## config.mk

```make
export PLATFORM = sky130hd
export DESIGN_NAME = gpio_bank_regfile
export DESIGN_NICKNAME = d
export VERILOG_FILES = /design/src/rtl/gpio_bank_pkg.sv /design/src/rtl/gpio_addr_decode.sv /design/src/rtl/gpio_bank_ctrl.sv /design/src/rtl/gpio_bank_regfile.sv
export SDC_FILE = /design/constraint.sdc
export NUM_CORES = 1
export LEC_CHECK = 0
export ABC_CLOCK_PERIOD_IN_PS = 2730
export BUFFER_PORTS_ARGS = -buffer_cell sky130_fd_sc_hd__buf_2
export CORE_MARGIN = 3
export CORE_UTILIZATION = 58
export CTS_CLUSTER_SIZE = 20
export DETAILED_ROUTE_END_ITERATION = 8
export GPL_ROUTABILITY_DRIVEN = 0
export PLACE_DENSITY = 0.86
export SKIP_CTS_REPAIR_TIMING = 1
export SLEW_MARGIN = 30
export SYNTH_ARGS = -nofsm -noshare
export SYNTH_HDL_FRONTEND = slang
export SYNTH_SLANG_ARGS = --single-unit
```

## constraint.sdc

```tcl
create_clock -name clk -period 2.73 [get_ports clk]
set_input_delay 0.546 -clock clk [delete_from_list [all_inputs] [get_ports clk]]
set_output_delay 0.546 -clock clk [all_outputs]
set_load 0.02 [all_outputs]
```

## src/rtl/gpio_bank_pkg.sv

```systemverilog
package gpio_bank_pkg;

    localparam int unsigned NUM_BANKS = 3;
    localparam int unsigned PINS      = 32;
    localparam int unsigned ADDR_W    = 8;
    localparam int unsigned FN_LSB    = 4;
    localparam int unsigned FN_W      = ADDR_W - FN_LSB;
    localparam int unsigned BANK_LSB  = 2;
    localparam int unsigned BANK_W    = FN_LSB - BANK_LSB;
    localparam int unsigned ALL_PINS  = NUM_BANKS * PINS;

    localparam logic [FN_W-1:0] FN_DIR  = 4'd0;
    localparam logic [FN_W-1:0] FN_DATA = 4'd2;
    localparam logic [FN_W-1:0] FN_SET  = 4'd3;
    localparam logic [FN_W-1:0] FN_CLR  = 4'd4;

    typedef struct packed {
        logic              hit;   // implemented function and existing bank
        logic [FN_W-1:0]   fn;
        logic [BANK_W-1:0] bank;
    } gpio_dec_t;

    typedef struct packed {
        logic dir_we;
        logic set_we;
        logic clr_we;
    } bank_wr_t;

    function automatic logic fn_is_live(input logic [FN_W-1:0] fn);
        return (fn == FN_DIR) || (fn == FN_DATA) || (fn == FN_SET) || (fn == FN_CLR);
    endfunction

    function automatic gpio_dec_t decode_addr(input logic [ADDR_W-1:0] addr);
        gpio_dec_t d;
        d.fn   = addr[ADDR_W-1:FN_LSB];
        d.bank = addr[FN_LSB-1:BANK_LSB];
        d.hit  = fn_is_live(d.fn) && (int'(d.bank) < NUM_BANKS);
        return d;
    endfunction

endpackage

```

## src/rtl/gpio_addr_decode.sv

```systemverilog
module gpio_addr_decode
    import gpio_bank_pkg::*;
(
    input  logic [ADDR_W-1:0] addr,
    input  logic              wr,
    output gpio_dec_t         dec,
    output bank_wr_t          bank_wr [NUM_BANKS]
);
    always_comb dec = decode_addr(addr);

    for (genvar b = 0; b < NUM_BANKS; b++) begin : g_strobe
        logic sel;
        assign sel = wr && dec.hit && (int'(dec.bank) == b);
        assign bank_wr[b].dir_we = sel && (dec.fn == FN_DIR);
        assign bank_wr[b].set_we = sel && (dec.fn == FN_SET);
        assign bank_wr[b].clr_we = sel && (dec.fn == FN_CLR);
    end
endmodule

```

## src/rtl/gpio_bank_ctrl.sv

```systemverilog
module gpio_bank_ctrl
    import gpio_bank_pkg::*;
(
    input  logic            clk,
    input  logic            rst,
    input  bank_wr_t        wr,
    input  logic [PINS-1:0] wdata,
    input  logic [PINS-1:0] pad_in,
    output logic [PINS-1:0] dir_q,
    output logic [PINS-1:0] out_q,
    output logic [PINS-1:0] in_sync
);
    logic [PINS-1:0] meta_q;

    always_ff @(posedge clk) begin
        if (rst) begin
            dir_q <= '0;
            out_q <= '0;
        end else begin
            if (wr.dir_we) dir_q <= wdata;
            if (wr.set_we)      out_q <= out_q | wdata;
            else if (wr.clr_we) out_q <= out_q & ~wdata;
        end
    end

    always_ff @(posedge clk) begin
        if (rst) begin
            meta_q  <= '0;
            in_sync <= '0;
        end else begin
            meta_q  <= pad_in;
            in_sync <= meta_q;
        end
    end
endmodule

```

## src/rtl/gpio_bank_regfile.sv

```systemverilog
module gpio_bank_regfile
    import gpio_bank_pkg::*;
(
    input  logic                clk,
    input  logic                rst,
    input  logic [ADDR_W-1:0]   bus_addr,
    input  logic                bus_wr,
    input  logic [PINS-1:0]     bus_wdata,
    output logic [PINS-1:0]     bus_rdata,
    input  logic [ALL_PINS-1:0] pin_in,
    output logic [ALL_PINS-1:0] pin_out,
    output logic [ALL_PINS-1:0] pin_oe
);
    gpio_dec_t       dec;
    bank_wr_t        bank_wr [NUM_BANKS];
    logic [PINS-1:0] dir_v  [NUM_BANKS];
    logic [PINS-1:0] out_v  [NUM_BANKS];
    logic [PINS-1:0] sync_v [NUM_BANKS];

    gpio_addr_decode u_dec (
        .addr    (bus_addr),
        .wr      (bus_wr),
        .dec     (dec),
        .bank_wr (bank_wr)
    );

    for (genvar b = 0; b < NUM_BANKS; b++) begin : g_bank
        gpio_bank_ctrl u_bank (
            .clk     (clk),
            .rst     (rst),
            .wr      (bank_wr[b]),
            .wdata   (bus_wdata),
            .pad_in  (pin_in[b*PINS +: PINS]),
            .dir_q   (dir_v[b]),
            .out_q   (out_v[b]),
            .in_sync (sync_v[b])
        );
        assign pin_oe [b*PINS +: PINS] = dir_v[b];
        assign pin_out[b*PINS +: PINS] = out_v[b];
    end

    always_comb begin
        bus_rdata = '0;
        for (int b = 0; b < NUM_BANKS; b++) begin
            if (dec.hit && int'(dec.bank) == b) begin
                if (dec.fn == FN_DIR)  bus_rdata = dir_v[b];
                if (dec.fn == FN_DATA) bus_rdata = sync_v[b];
            end
        end
    end
endmodule

```

==> results of run 1 <==
-- critical path: stages --
cell      delay, ns
buf_2          0.15
nor3_4         0.20
or3b_1         0.41
buf_12         0.20
o221ai_1       0.31
buf_2          0.23
-- cells in the final DEF, fill, tap and decap left out, drive strengths merged, types with 2 or more instances in the layout --
cell type | synthesis | layout
dfxtp | 384 | 384
a21boi | 3 | 3
nand2b | 224 | 224
buf | 32 | 387
or3b | 98 | 98
inv | 0 | 3
nand2 | 3 | 3
o221ai | 127 | 127
clkinv | 0 | 2
clkbuf | 78 | 52
bufinv | 0 | 6
nor3 | 2 | 2
nor4bb | 2 | 2
nand3b | 2 | 2
clkinvlp | 0 | 2
mux2i | 159 | 159
mux2 | 33 | 33
nor2b | 194 | 194
nand3 | 33 | 33
-- cell families after synthesis --
kind of cell / after synthesis
buf+inv: 110
compound gates: 132
mux: 192
simple gates: 564
flops: 384
-- routing by layer --
metal | vias to the layer above | routed length, µm
li1 | 5465 | -
met4 | 2 | 1990
met5 | - | 12
met2 | 482 | 21200
met1 | 5655 | 16200
met3 | 117 | 3050
-- power by group through the flow --
stage	combinational (mW)	sequential [mW]	clock, mW
final	0.692	5.80	5.64
after global routing	0.744	5.81	5.91
after CTS	0.690	5.80	5.68
after detailed placement	0.685	5.92	0
after global placement	0.672	5.92	0
after floorplan	0.392	5.93	0
-- area by class of cell --
cell class	instances	area (µm²)	area share [%]
sequential	384	7690	41.5
multi-input combinational	888	6890	37.2
timing repair buffer	387	2180	11.8
clock buffer	52	1090	5.91
tap	330	413	2.23
clock inverter	13	262	1.41
antenna	1	2.50	0.0135
-- how the worst max path moves through the flow --
| stage | end | slack (ns) | cells after the start |
|---|---|---|---|
| 2_1_floorplan | bus_rdata[0] | 0.35 | 5 |
| 3_3_place_gp | bus_rdata[19] | 0.19 | 6 |
| 3_5_place_dp | bus_rdata[23] | 0.17 | 6 |
| 4_1_cts | bus_rdata[22] | 0.15 | 6 |
| 5_1_grt | bus_rdata[22] | 0.09 | 6 |
| 6_report | bus_rdata[23] | 0.13 | 6 |
-- per-stage QoR --
step	instances	total power [mW]	area, µm²	hold slack (ns)	util, %
2_1_floorplan	1382	6.33	15000	0.414	-
3_5_place_dp	1989	6.61	17200	0.420	67.8
4_1_cts	2054	12.2	18500	0.197	73.2
3_3_place_gp	1989	6.59	17200	0.416	67.8
6_report	2055	12.1	18500	0.210	73.2
5_1_grt	2055	12.5	18500	0.207	73.2
==> flow_summary.yaml, run 1 <==
worst_setup_path:
  path_max_fanout: 31
  rrSetupSlack_ns: 1.74
  crit_type: "input port to output port"
  critPathLaunch: "bus_addr[7]"
  reg2reg_depth: 2
  setup.worst_path.end_class: "output port"
  start_kind: "input port"
  required_ns: 2.18
  arrival_ns: 2.05
die:
  ios: 363
  die_h_um: 167
  dieArea_um2: 27900
  std_cell_rows: 58
  core_um2: 25300
  die_x_um: 167
  initial_core_util_pct: 59.3
cts:
  cts-root-buf: "clkbuf_16"
  clock_latency_ns: 0.54
  cts_tree: "built"
  cts_buffers: 39
  clk_pin_slew_worst_paths_ns: 0.06
  clockBufferDepth: 3
  cts_sinks: 384
  cts_max_level: 2
sta:
  skew_ns: 0.0148
  fin_crit_sh_pct: 95.1
  max-slew-margin-rel_pct: 49.5
  fin_tns_setup_ns: 0
  worstMarginPinSlew_ns: 0.751
  setup_slack_ns: 0.134
  final_hold_viol_count: 0
  setup_viol: 0
  fin_crit_ns: 2.60
  rsz0062_at_grt: "no"
  clock.fmax_mhz: 385
  final_max_slew_viol_count: 0
layout:
  syn_to_final_growth_pct: 23.4
  nNetsFinal: 1839
  num-fill-cells: 1793
  drive_gt1_share_pct: 33.8
global_route:
  met1_usage_pct: 33.7
  track_usage_pct: 29.0
  overflow: 0
  grt_max_degree: 164
  busiest_layer: "met2"
  met2_usage_pct: 51.6
  grt_pass1_wl_mm: 65.0
  grt_pass1_vias: 11700
  antenna_found_initial: 2
  gr-usage-met3_pct: 6.20
logic_synthesis:
  synthesis.area_um2: 15000
  synth_mux_area_share_pct: 13.1
  synth_compound_area_share_pct: 7.74
  synth-adder-area-share_pct: 0
  yosysWarnings: 0
  synthTopCellsByCount: "dfxtp_1, nand2b_1, nor2b_1"
  ys_async_sr_fraction_pct: 0
  synth_top_area_share_pct: 51.2
  synthXorXnorAreaFrac_pct: 0
  synthSimpleGateAreaFrac_pct: 25.0
  ys_seq_elements: 384
  synth_top_family_by_area: "simple AND/OR/NAND/NOR gates"
  synth_cell_types: 27
  synth-edff-count: 0
  synth_most_common_cell: "dfxtp_1"
  netlist_instances: 1382
  synth_nets: 1521
  synthTopCellsByArea: "dfxtp_1, mux2i_1, nand2b_1"
  synthFlopType: "dfxtp_1"
  yosysTopAreaCell: "dfxtp_1"
  avgSynthCellArea_um2: 10.9
  ys_seq_area_share_pct: 51.2
detailed_routing:
  drc: 0
  vias: 11700
  via_per_inst: 5.70
  wl_mm: 42.5
  antenna_left: 0
  drt_iter0_drc: 854
  dr.pass1.iters: 5
  route.detailed.wl_per_inst_um: 20.7
place:
  post-place-ws_ns: 0.166
  dp_hpwl_mm: 28.8
  port_buffers: 360
pwr:
  p_comb_share_pct: 5.7
  p_int_mw: 9.48
  p_switching_mw: 2.65
  power.leakage_nw: 8.41
  ir_drop_uv: 525
  pwr-share-clk_pct: 46.5
  cellPowerDensity_nw_per_um2: 655
  swShare_pct: 21.9
  power.share.sequential_pct: 47.8
min_path:
  min_path_cells: 2
  hold_path_class: "input port to register"
  hold_path_end: "g_bank[0].u_bank.meta_q[2]$_SDFF_PP0_"
  hp-start: "pin_in[2]"
outcome:
  status: "complete, no violations"
job:
  max-cap-violations: 0
Note: power is estimated with default switching activity, not from simulation.
==> inputs of run 2 (changes only) <==
- ABC_CLOCK_PERIOD_IN_PS: 2730 -> 3100
- CORE_UTILIZATION: 58 -> 50
- PLACE_DENSITY: 0.86 -> 0.75
- clock period: 2.73 -> 3.1 ns (I/O delays scaled with it)
==> flow_summary.yaml, run 2 (synthesis gave the netlist of run 1 again) <==
pwr:
  ir_drop_uv: 332
  power.leakage_nw: 8.42
  pwr-share-clk_pct: 45.5
  p_int_mw: 8.18
  cellPowerDensity_nw_per_um2: 564
  p_switching_mw: 2.30
  power.share.sequential_pct: 48.8
  p_comb_share_pct: 5.8
  swShare_pct: 21.9
worst_setup_path:
  crit_type: "input port to output port"
  path_max_fanout: 33
  crit_end: "bus_rdata[3]"
  required_ns: 2.48
  rrSetupSlack_ns: 2.10
  reg2reg_depth: 2
  start_kind: "input port"
  arrival_ns: 2.26
  setup.worst_path.end_class: "output port"
  critPathLaunch: "bus_addr[3]"
layout:
  num-fill-cells: 2409
  final_cell_area_um2: 18600
  final_cell_mix: "dfxtp_1, buf_2, nand2b_1"
  drive_gt1_share_pct: 34.2
  nNetsFinal: 1846
  layout_commonest_cell: "dfxtp_1"
  syn_to_final_growth_pct: 23.7
cts:
  cts_max_level: 2
  cts_sinks: 384
  clk_pin_slew_worst_paths_ns: 0.06
  cts_tree: "built"
  cts-root-buf: "clkbuf_16"
  clock_latency_ns: 0.52
  cts_buffers: 40
  clockBufferDepth: 3
job:
  max-cap-violations: 0
detailed_routing:
  antenna_left: 0
  dr.pass1.iters: 5
  route.detailed.wl_per_inst_um: 19.6
  drc: 0
  wl_mm: 41.6
  drt_iter0_drc: 672
  via_per_inst: 5.43
  vias: 11500
sta:
  rsz0062_at_grt: "no"
  skew_ns: 0.00606
  setup_viol: 0
  fin_tns_setup_ns: 0
  final_max_slew_viol_count: 0
  worstMarginPinSlew_ns: 0.956
  max-slew-margin-rel_pct: 36.1
  fin_crit_sh_pct: 93.0
  fin_crit_ns: 2.88
  clock.fmax_mhz: 347
  setup_slack_ns: 0.216
  final_hold_viol_count: 0
global_route:
  antenna_found_initial: 5
  track_usage_pct: 24.8
  grt_pass1_vias: 11200
  overflow: 0
  grt_pass1_wl_mm: 62.1
  grt_max_degree: 149
die:
  ios: 363
  die_h_um: 179
  core_um2: 29200
  std_cell_rows: 62
  dieArea_um2: 32100
  initial_core_util_pct: 51.5
  die_x_um: 179
place:
  port_buffers: 360
  dp_hpwl_mm: 29.4
  place_area_um2: 17200
  post-place-ws_ns: 0.217
min_path:
  hold_path_class: "input port to register"
outcome:
  status: "complete, no violations"
## run 2: changes by cell type in the layout (fill, tap and decap cells not counted)
cell,previous run,this run
diode_2,1,4
buf_12,13,8
clkinv_2,0,8
clkbuf_16,39,42
inv_16,2,0
clkinv_4,2,1
inv_6,1,0
clkinvlp_4,2,3
clkinv_8,0,1
clkbuf_8,7,8
bufinv_16,6,2
buf_4,15,26
## run 2: final cells by class
cell class              count  area (µm²)  share of cell area, %
diodes                      4        10.0                 0.0539
clock buffers              56        1180                   6.38
clock inverters            15         148                  0.795
multi-input cells         888        6890                   37.1
flip-flops and latches    384        7690                   41.4
well taps                 384         480                   2.59
repair buffers            393        2160                   11.6
## run 2: routing by layer
layer	vias to the layer above	share of wire, %	global-route usage, %
li1	5503	-	-
met1	5511	41	30.4
met2	415	48	41.9
met3	100	7.7	6.10
met5	-	0.031	0
met4	2	4.0	10.1
## run 2: how the worst min path moves through the flow
stage               slack [ns]                                 endpoint                                    from  depth (start not counted)
floorplan                 0.41   g_bank[0].u_bank.in_sync[0]$_SDFF_PP0_   g_bank[0].u_bank.meta_q[0]$_SDFF_PP0_                          1
global placement          0.42  g_bank[2].u_bank.in_sync[27]$_SDFF_PP0_  g_bank[2].u_bank.meta_q[27]$_SDFF_PP0_                          1
detailed placement        0.42  g_bank[0].u_bank.in_sync[14]$_SDFF_PP0_  g_bank[0].u_bank.meta_q[14]$_SDFF_PP0_                          1
CTS                       0.29   g_bank[0].u_bank.meta_q[29]$_SDFF_PP0_                              pin_in[29]                          2
global route              0.29    g_bank[0].u_bank.meta_q[2]$_SDFF_PP0_                               pin_in[2]                          2
finish                    0.30   g_bank[0].u_bank.meta_q[29]$_SDFF_PP0_                              pin_in[29]                          2
## run 2: worst max-delay path, cell delays in order
cell and delay [ns]:
buf_2 0.22, nor2b_4 0.83, nand3_1 0.16, o221ai_1 0.17
buf_2 0.23
## run 2: stage by stage
step | utilization, % | cells | hold slack (ns) | power, mW
4_1_cts | 63.6 | 2120 | 0.286 | 10.6
3_3_place_gp | 59.0 | 2049 | 0.418 | 5.81
3_5_place_dp | 59.0 | 2049 | 0.422 | 5.82
2_1_floorplan | - | 1382 | 0.414 | 5.57
5_1_grt | 63.6 | 2124 | 0.290 | 10.8
6_report | 63.6 | 2124 | 0.300 | 10.5
## run 2: power by group through the flow
stage                     clock, mW  combinational, mW  sequential [mW]
final                          4.76              0.605             5.11
after global routing           5.04              0.656             5.12
after detailed placement          0              0.604             5.22
after global placement            0              0.594             5.21
after CTS                      4.84              0.606             5.11
after floorplan                   0              0.346             5.22
